**src/rtl/srd_pkg.sv**
```systemverilog
package srd_pkg;
    typedef enum logic [2:0] {
        ST_IDLE,
        ST_SETUP,
        ST_HIGH,
        ST_LOW,
        ST_GAP
    } srd_state_e;

    // rising edges before the first data bit: two acquisition edges plus the null bit
    localparam int LEAD_EDGES = 3;
endpackage

```
**src/rtl/srd_half_timer.sv**
```systemverilog
module srd_half_timer #(
    parameter int HALF_DIV = 8,
    localparam int CW = $clog2(HALF_DIV + 1)
) (
    input  logic clk,
    input  logic rst_n,
    input  logic en_i,
    output logic tick_o
);
    logic [CW-1:0] cnt_q;

    assign tick_o = en_i && (cnt_q == CW'(HALF_DIV - 1));

    always_ff @(posedge clk or negedge rst_n) begin
        if (!rst_n)
            cnt_q <= '0;
        else if (!en_i || tick_o)
            cnt_q <= '0;
        else
            cnt_q <= cnt_q + CW'(1);
    end

    AST_TICK_IN_RANGE: assert property (@(posedge clk) disable iff (!rst_n)
        cnt_q <= CW'(HALF_DIV - 1));
endmodule

```
**src/rtl/srd_window_judge.sv**
```systemverilog
module srd_window_judge #(
    parameter int DATA_W = 12,
    localparam int CNT_W = $clog2(DATA_W + 1)
) (
    input  logic [DATA_W-1:0] prefix_i,
    input  logic [CNT_W-1:0]  count_i,
    input  logic [DATA_W-1:0] lo_i,
    input  logic [DATA_W-1:0] hi_i,
    output logic              outside_o
);
    localparam logic [DATA_W-1:0] ALL1 = '1;

    logic [DATA_W-1:0] fill;
    logic [DATA_W-1:0] max_done;

    always_comb begin
        fill      = ALL1 >> count_i;
        max_done  = prefix_i | fill;
        outside_o = (prefix_i > hi_i) || (max_done < lo_i);
    end
endmodule

```
**src/rtl/sar_serial_reader.sv**
```systemverilog
module sar_serial_reader
    import srd_pkg::*;
#(
    parameter int DATA_W   = 12,
    parameter int HALF_DIV = 8,
    parameter int CS_GAP   = 4,
    localparam int CNT_W   = $clog2(DATA_W + 1)
) (
    input  logic              clk,
    input  logic              rst_n,
    input  logic              start_i,
    input  logic [CNT_W-1:0]  stop_bits_i,
    input  logic              win_en_i,
    input  logic [DATA_W-1:0] win_lo_i,
    input  logic [DATA_W-1:0] win_hi_i,
    output logic              cs_n_o,
    output logic              sclk_o,
    input  logic              sdata_i,
    output logic              busy_o,
    output logic              done_o,
    output logic [DATA_W-1:0] result_o,
    output logic [CNT_W-1:0]  nbits_o,
    output logic              oow_o
);
    localparam int LW = $clog2(LEAD_EDGES + 1);
    localparam int GW = $clog2(CS_GAP + 1);
    localparam logic [DATA_W-1:0] ALL1 = '1;

    srd_state_e        state_q, state_d;
    logic              tick, timed, rise_ev, data_ev, last, abort, outside, accept;
    logic [LW-1:0]     lead_q;
    logic [CNT_W-1:0]  nb_q, nb_nx, stop_q, stop_eff;
    logic [DATA_W-1:0] acc_q, acc_nx, lo_q, hi_q;
    logic              wen_q;
    logic [GW-1:0]     gap_q;

    assign timed   = (state_q == ST_SETUP) || (state_q == ST_HIGH) || (state_q == ST_LOW);
    assign accept  = (state_q == ST_IDLE) && start_i;
    assign rise_ev = tick && ((state_q == ST_SETUP) || (state_q == ST_LOW));
    assign data_ev = rise_ev && (lead_q == LW'(LEAD_EDGES));
    assign nb_nx   = nb_q + CNT_W'(1);
    assign acc_nx  = acc_q | (DATA_W'(sdata_i) << (DATA_W - 1 - int'(nb_q)));
    assign abort   = wen_q && outside;
    assign last    = data_ev && ((nb_nx == stop_q) || abort);
    assign stop_eff = ((stop_bits_i == '0) || (stop_bits_i > CNT_W'(DATA_W)))
                      ? CNT_W'(DATA_W) : stop_bits_i;

    srd_half_timer #(.HALF_DIV(HALF_DIV)) u_timer (
        .clk    (clk),
        .rst_n  (rst_n),
        .en_i   (timed),
        .tick_o (tick)
    );

    srd_window_judge #(.DATA_W(DATA_W)) u_judge (
        .prefix_i  (acc_nx),
        .count_i   (nb_nx),
        .lo_i      (lo_q),
        .hi_i      (hi_q),
        .outside_o (outside)
    );

    // state register
    always_ff @(posedge clk or negedge rst_n) begin
        if (!rst_n) state_q <= ST_IDLE;
        else        state_q <= state_d;
    end

    always_comb begin
        state_d = state_q;
        unique case (state_q)
            ST_IDLE:  if (start_i) state_d = ST_SETUP;
            ST_SETUP: if (tick)    state_d = ST_HIGH;
            ST_HIGH:  if (tick)    state_d = ST_LOW;
            ST_LOW:   if (tick)    state_d = last ? ST_GAP : ST_HIGH;
            ST_GAP:   if (gap_q == GW'(CS_GAP - 1)) state_d = ST_IDLE;
            default:  state_d = ST_IDLE;
        endcase
    end

    // datapath and result registers
    always_ff @(posedge clk or negedge rst_n) begin
        if (!rst_n) begin
            lead_q   <= '0;
            nb_q     <= '0;
            acc_q    <= '0;
            stop_q   <= CNT_W'(DATA_W);
            wen_q    <= 1'b0;
            lo_q     <= '0;
            hi_q     <= '0;
            gap_q    <= '0;
            result_o <= '0;
            nbits_o  <= '0;
            oow_o    <= 1'b0;
            done_o   <= 1'b0;
        end else begin
            done_o <= last;
            gap_q  <= (state_q == ST_GAP) ? gap_q + GW'(1) : '0;
            if (accept) begin
                lead_q <= '0;
                nb_q   <= '0;
                acc_q  <= '0;
                stop_q <= stop_eff;
                wen_q  <= win_en_i;
                lo_q   <= win_lo_i;
                hi_q   <= win_hi_i;
            end else if (data_ev) begin
                acc_q <= acc_nx;
                nb_q  <= nb_nx;
            end else if (rise_ev) begin
                lead_q <= lead_q + LW'(1);
            end
            if (last) begin
                result_o <= acc_nx;
                nbits_o  <= nb_nx;
                oow_o    <= abort;
            end
        end
    end

    // pin outputs
    always_comb begin
        cs_n_o = !timed;
        sclk_o = (state_q == ST_HIGH);
        busy_o = (state_q != ST_IDLE);
    end

    // checker counters for phase and guard lengths
    logic [31:0] hi_run, lo_run, csh_run;
    always_ff @(posedge clk or negedge rst_n) begin
        if (!rst_n) begin
            hi_run  <= '0;
            lo_run  <= '0;
            csh_run <= 32'(CS_GAP + 1);
        end else begin
            hi_run  <= sclk_o ? ((hi_run == '1) ? hi_run : hi_run + 32'd1) : '0;
            lo_run  <= (!sclk_o && !cs_n_o) ? ((lo_run == '1) ? lo_run : lo_run + 32'd1) : '0;
            csh_run <= cs_n_o ? ((csh_run == '1) ? csh_run : csh_run + 32'd1) : '0;
        end
    end

    AST_SCLK_HIGH_MIN: assert property (@(posedge clk) disable iff (!rst_n)
        $fell(sclk_o) |-> (hi_run >= 32'(HALF_DIV)));
    AST_SCLK_LOW_MIN: assert property (@(posedge clk) disable iff (!rst_n)
        $rose(sclk_o) |-> (lo_run >= 32'(HALF_DIV)));
    AST_CS_GUARD_MIN: assert property (@(posedge clk) disable iff (!rst_n)
        $fell(cs_n_o) |-> (csh_run >= 32'(CS_GAP + 1)));
    AST_DONE_SINGLE: assert property (@(posedge clk) disable iff (!rst_n)
        done_o |=> !done_o);
    AST_DONE_CS_HIGH: assert property (@(posedge clk) disable iff (!rst_n)
        done_o |-> (cs_n_o && !sclk_o));
    AST_LEFT_JUST: assert property (@(posedge clk) disable iff (!rst_n)
        done_o |-> ((result_o & (ALL1 >> nbits_o)) == '0));
    AST_NBITS_RANGE: assert property (@(posedge clk) disable iff (!rst_n)
        done_o |-> ((nbits_o >= CNT_W'(1)) && (nbits_o <= CNT_W'(DATA_W))));
    AST_OOW_ONLY_WINDOW: assert property (@(posedge clk) disable iff (!rst_n)
        (done_o && !wen_q) |-> !oow_o);
    AST_SCLK_NEEDS_CS: assert property (@(posedge clk) disable iff (!rst_n)
        $rose(sclk_o) |-> $past(!cs_n_o));
endmodule

```
**config.mk**
```make
export PLATFORM = sky130hd
export DESIGN_NAME = sar_serial_reader
export DESIGN_NICKNAME = d
export VERILOG_FILES = /design/src/rtl/srd_pkg.sv /design/src/rtl/srd_half_timer.sv /design/src/rtl/srd_window_judge.sv /design/src/rtl/sar_serial_reader.sv
export SDC_FILE = /design/constraint.sdc
export NUM_CORES = 1
export LEC_CHECK = 0
export ABC_AREA = 1
export CELL_PAD_IN_SITES_DETAIL_PLACEMENT = 0
export CELL_PAD_IN_SITES_GLOBAL_PLACEMENT = 1
export CORE_MARGIN = 5
export CORE_UTILIZATION = 37
export DETAILED_ROUTE_END_ITERATION = 7
export PLACE_DENSITY_LB_ADDON = 0.2
export SYNTH_ARGS = -nofsm -noshare
export SYNTH_HDL_FRONTEND = slang
export SYNTH_SLANG_ARGS = --single-unit
```
**constraint.sdc**
```tcl
create_clock -name clk -period 2.6 [get_ports clk]
set_input_delay 0.39 -clock clk [delete_from_list [all_inputs] [get_ports clk]]
set_output_delay 0.39 -clock clk [all_outputs]
set_load 0.1 [all_outputs]
```
=== After elaboration in Yosys (flattened, before gate mapping) ===
Index checks and enable logic that the tools add are counted.

* Reductions and logical operators: 21
* $mul: 0
* Div/mod/pow operators: 0
* Magnitude comparators: 3
* Bitwise logic cells: 2
* Add/sub/neg operators: 5
* Equality and inequality tests: 14
* Mux-type cells: 17
* Shift operators: 2

{| class="wikitable"
|+ Operators by type and width
! cell !! count
|-
| $shl 1x32->12 || 1
|-
| $mux 12 || 2
|-
| $or 12x12->12 || 2
|-
| $mux 3 || 7
|-
| $mux 4 || 4
|-
| $pmux 3 s5 || 1
|-
| $gt 12x12->1 || 1
|-
| $lt 12x12->1 || 1
|-
| $shr 12x4->12 const A || 1
|-
| $eq 3x2->1 const B || 3
|-
| $add 4x1->4 const B || 2
|-
| $ne 2x2->1 const B || 4
|-
| $logic_or 1x1->1 || 7
|-
| $logic_and 1x1->1 || 6
|-
| $mux 2 || 3
|-
| $reduce_and 5->1 || 1
|-
| $sub 4x4->5 const A || 1
|-
| $eq 4x3->1 const B || 1
|-
| $eq 4x4->1 || 1
|-
| $gt 4x4->1 const B || 1
|-
| $logic_not 4->1 || 1
|-
| $ne 2x1->1 const B || 2
|-
| $reduce_bool 2->1 || 2
|-
| $add 3x1->3 const B || 1
|-
| other kinds (8) || 8
|}

* Register bits after elaboration: 75
* Memory bits (read-only): 0
* Output and inout bits: 21
* Bits in writable memories: 0
* Bits of input ports: 33
* Bits in latches: 0
* Memories: 0

=== Depth between registers and ports, before layout ===
* Depth in word-level cells: 12
* Gate-level depth with buffers: 24
* Depth with buffers taken out: 24

=== Modules after synthesis ===
From an unflattened synthesis, not the netlist that was laid out.

* Cells, all modules: 526
* Area, all modules: 4102.7 um^2

{| class="wikitable"
|+ Modules (own cells, without submodules)
! module !! instances !! area each (um^2) !! cells an instance !! sequential area each (um^2)
|-
| sar_serial_reader || 1 || 3170.5 || 377 || 1779.2
|-
| srd_window_judge || 1 || 744.5 || 130 || 0.0
|-
| srd_half_timer || 1 || 187.7 || 19 || 100.1
|}

=== Least setup slack after synthesis ===
No wires, ideal clock.

* Path kind: reg2out
* Start: reg state_q[2]
* End: out sclk_o
* Setup slack: -0.270 ns
* Stages on the path, launching flop included: 2
* Path buffers: 0
* Data required time: 2.210 ns
* Data arrival time: 2.480 ns
* Cells stage by stage: dfrtp_1 > nor3_1

* Longest elaborated chain between the ends: 1

{| class="wikitable"
|+ RTL lines
! element !! RTL line !! source
|-
| start, declared || sar_serial_reader.sv:29 || <nowiki>srd_state_e state_q, state_d;</nowiki>
|-
| start signal, assigned || sar_serial_reader.sv:66 || <nowiki>else state_q <= state_d;</nowiki>
|-
| $eq 3x2->1 || sar_serial_reader.sv:124 || <nowiki>sclk_o = (state_q == ST_HIGH);</nowiki>
|-
| end, declared || sar_serial_reader.sv:17 || <nowiki>output logic sclk_o,</nowiki>
|}

Every way passes these cells.

=== Final worst setup path ===
* Start: reg nb_q[2]
* End: reg result_o[5]

* Longest elaborated chain between the ends: 9

{| class="wikitable"
|+ RTL lines
! element !! RTL line !! source
|-
| start, declared || sar_serial_reader.sv:32 || <nowiki>logic [CNT_W-1:0] nb_q, nb_nx, stop_q, stop_eff;</nowiki>
|-
| start signal, assigned || sar_serial_reader.sv:109 || <nowiki>nb_q <= nb_nx;</nowiki>
|-
| parallel branches: the longest is 9 deep, another holds $lt 12x12->1 || -- ||
|-
| end signal, assigned || sar_serial_reader.sv:114 || <nowiki>result_o <= acc_nx;</nowiki>
|-
| end, declared || sar_serial_reader.sv:21 || <nowiki>output logic [DATA_W-1:0] result_o,</nowiki>
|}

Several ways; the timed one is not identified.
A chain may end at the register's enable or synchronous reset.

==> metrics <==
status finished, violations left; failing checks setup timing; first-pass GRT wire length 16.8 mm; Netlist cell types 36; #FFs+latches synth 75; post-layout min period 2.67 ns; Synth-to-Final Area Change 42.1%; Mapped Cells 470; final setup fails 18; PD cells 717 mW/mm2; ys flop type dfrtp_1; CP max FO 8; Worst-path clk slew 0.09 ns; critical path arrival 2.93 ns; nets 652; max frequency 0.374 GHz; vias in the first global route 3462; CTS max path bufs 2; share of the synthesized area in the top cell type 46.0%; area leader, netlist dfrtp_1; Synth Net Count 535; CP cell instances buf_4 > buf_6 > nand4_1 > nand2_2 > clkinv_2 > buf_4 > buf_4 > o21bai_1 > ha_1 > nand4_1 > a31oi_1 > nor2_1 > nand2_1 > nand2_2 > nand2_4 > nand2_8 > buf_12 > nand2_4 > nand2_2; Die ar. 0.0129 mm2; routed len/inst 13.9 um; CP Launch Type flip-flop; max-cap viol count 0; Slew @ Worst Pin 0.520 ns; max-slew violations 0; most used routing layer met2; H-tree depth 3; detailed placement HPWL 7.56 mm; RD Place Congestion 0.905; register area share after synthesis 47.3%; crit path from nb_q[2]; Die H 114 um; met3 Usage GRT 3.34%; FF-to-FF setup slack -0.07 ns; GRT Resource Usage Total 16.4%; drt pass-1 iters 4; r2r endpoint result_o[5]; largest cells by area after synthesis dfrtp_1, nand2_1, ha_1, inv_1, o21ai_0; antenna cells 0; Worst R2R Start nb_q[2]; grt ovf 0; DR DRC count 0; CP max stage delay 0.43 ns; Max transition margin 65.3%; CP top delay family simple AND/OR/NAND/NOR gates; WP buf/inv 6; Rows 37; Post-synth EDFFs 0; drt total wl 10.1 mm; Leakage 0.00285 uW; fraction of final layout cells sized beyond drive strength 1 30.9%; initial antenna violation count 0; final antenna-violating net count 0; Syn Area/Cell 8.45 um2; synth cell count leaders nand2_1, dfrtp_1, inv_1, o21ai_0, ha_1; die extent in x 114 um; PortBufs 53; vias post-DR 3459; async set or reset register ratio after synthesis 100%; initial DRC count 133; Layout fillers 1014; CTS buffer count 9; final hold vios 0; hold slack 0.407 ns; setup ws final -0.0705 ns; CORE AREA 0.0104 mm2; number of placed I/O pins 54; area of the mapped netlist 0.00397 mm2; critical path class reg2reg; Yosys warning count 0; Hold Crit Class in2async; VDD IR max 0.000458 V; routing usage on met1 20.9%; TritonCTS clock tree yes; Critical Path End result_o[5]; root buf cell clkbuf_8; Slowest-stage cell, CP dfrtp_2; Tcrit/Tclk final 103%; R2R cell count 19; initial core utilization 38.1%; Critical Path Sink Type flip-flop; WP depth 19; Final Util 54.2%; Skew-Pair Late Insertion Delay 0.36 ns; pin count of the biggest net entering global routing 47; global routing usage on met2 27.2%; Sink Count 75; Final Skew 0.0114 ns; cell with the most instances after synthesis nand2_1; unrepaired setup endpoints after global routing yes; WP data required 2.86 ns; vias per std cell 4.75
==> logic make-up after synthesis <==
| family | synth area share (%) |
|---|---|
| AND/OR/NAND/NOR | 21.7 |
| AO/OA/AOI/OAI | 11.8 |
| XOR/XNOR | 0.662 |
| buffers and inverters | 8.50 |
| adder cells (fa/ha/maj) | 10.1 |
| flip-flops | 47.3 |
==> metal layers <==
layer,vias to the layer above,wire length [um]
met1,1644,4680
met5,-,0
met4,0,177
met2,55,4850
li1,1747,-
met3,13,407
==> how the worst min path moves through the flow <==
| stage | slack [ns] | cells past startpoint | to | startpoint |
|---|---|---|---|---|
| 6_report | 0.41 | 2 | hi_q[4] | rst_n |
| 5_1_grt | 0.42 | 2 | hi_q[4] | rst_n |
| 4_1_cts | 0.40 | 2 | hi_q[4] | rst_n |
| 3_5_place_dp | 0.25 | 1 | hi_q[4] | rst_n |
| 3_3_place_gp | 0.25 | 1 | hi_q[4] | rst_n |
| 2_1_floorplan | 0.09 | 0 | acc_q[0] | rst_n |
==> where the power goes <==
group | switching, uW | leakage, uW | total, uW | internal, uW
clock | 456 | 0.000106 | 999 | 542
sequential | 109 | 0.000939 | 1560 | 1450
combinational | 952 | 0.00180 | 1490 | 538
total | 1520 | 0.00285 | 4050 | 2530
==> sequential cells by signal (all words and copies together) (netlist names), 3 cells and up <==
| name | cells |
|---|---|
| acc_q | 12 |
| hi_q | 12 |
| lo_q | 12 |
| result_o | 12 |
| nb_q | 4 |
| nbits_o | 4 |
| stop_q | 4 |
| u_timer.cnt_q | 4 |
| gap_q | 3 |
| state_q | 3 |
==> cells in the final DEF, fill, tap and decap left out, types with 4 or more instances in the layout <==
cell / synthesis / layout
clkbuf_8: 0 / 9
o21ai_1: 0 / 4
inv_2: 1 / 9
o21ai_2: 0 / 4
nand2_1: 107 / 91
clkdlybuf4s50_1: 0 / 31
a21oi_1: 20 / 14
buf_4: 1 / 77
nand2_2: 14 / 22
ha_4: 0 / 8
nand3_1: 27 / 26
nand4_1: 5 / 5
nor2_1: 28 / 23
dfrtp_1: 73 / 71
nand2_4: 2 / 9
ha_1: 32 / 23
nor2_4: 1 / 4
inv_1: 71 / 63
o21ai_0: 43 / 34
a21oi_2: 0 / 5
==> per-stage QoR <==
| stage | area (um2) | cells | worst slack [ns] | total power [uW] | setup TNS (ns) |
|---|---|---|---|---|---|
| 5_1_grt | 5650 | 728 | -0.244 | 4350 | -4.27 |
| 6_report | 5650 | 728 | -0.0705 | 4050 | -1.09 |
| 3_5_place_dp | 5020 | 700 | -0.400 | 2980 | -7.47 |
| 2_1_floorplan | 4010 | 470 | 0.00885 | 2560 | 0 |
| 3_3_place_gp | 5020 | 700 | -0.310 | 2940 | -5.78 |
| 4_1_cts | 5490 | 722 | -0.0352 | 4060 | -0.214 |
==> what timing repair did <==
item / in CTS / in global routing
setup endpoints to repair: 20 / 20
hold endpoints to repair: 6 / 0
setup buffers: 4 / 6
pin swaps: 1 / 11
cloned: 1 / 0
resized for setup: 51 / 26
hold buffers: 1 / 0
==> cell type report <==
type	count	area, um2	area share [%]
Tap cell	136	170	3.01
Sequential cell	75	1880	33.3
Clock inverter	6	90.1	1.60
Clock buffer	10	128	2.26
Timing Repair Buffer	117	1030	18.2
Inverter	73	275	4.87
Multi-Input combinational cell	311	2070	36.7
No activity file was read; power rests on OpenSTA's default activity.
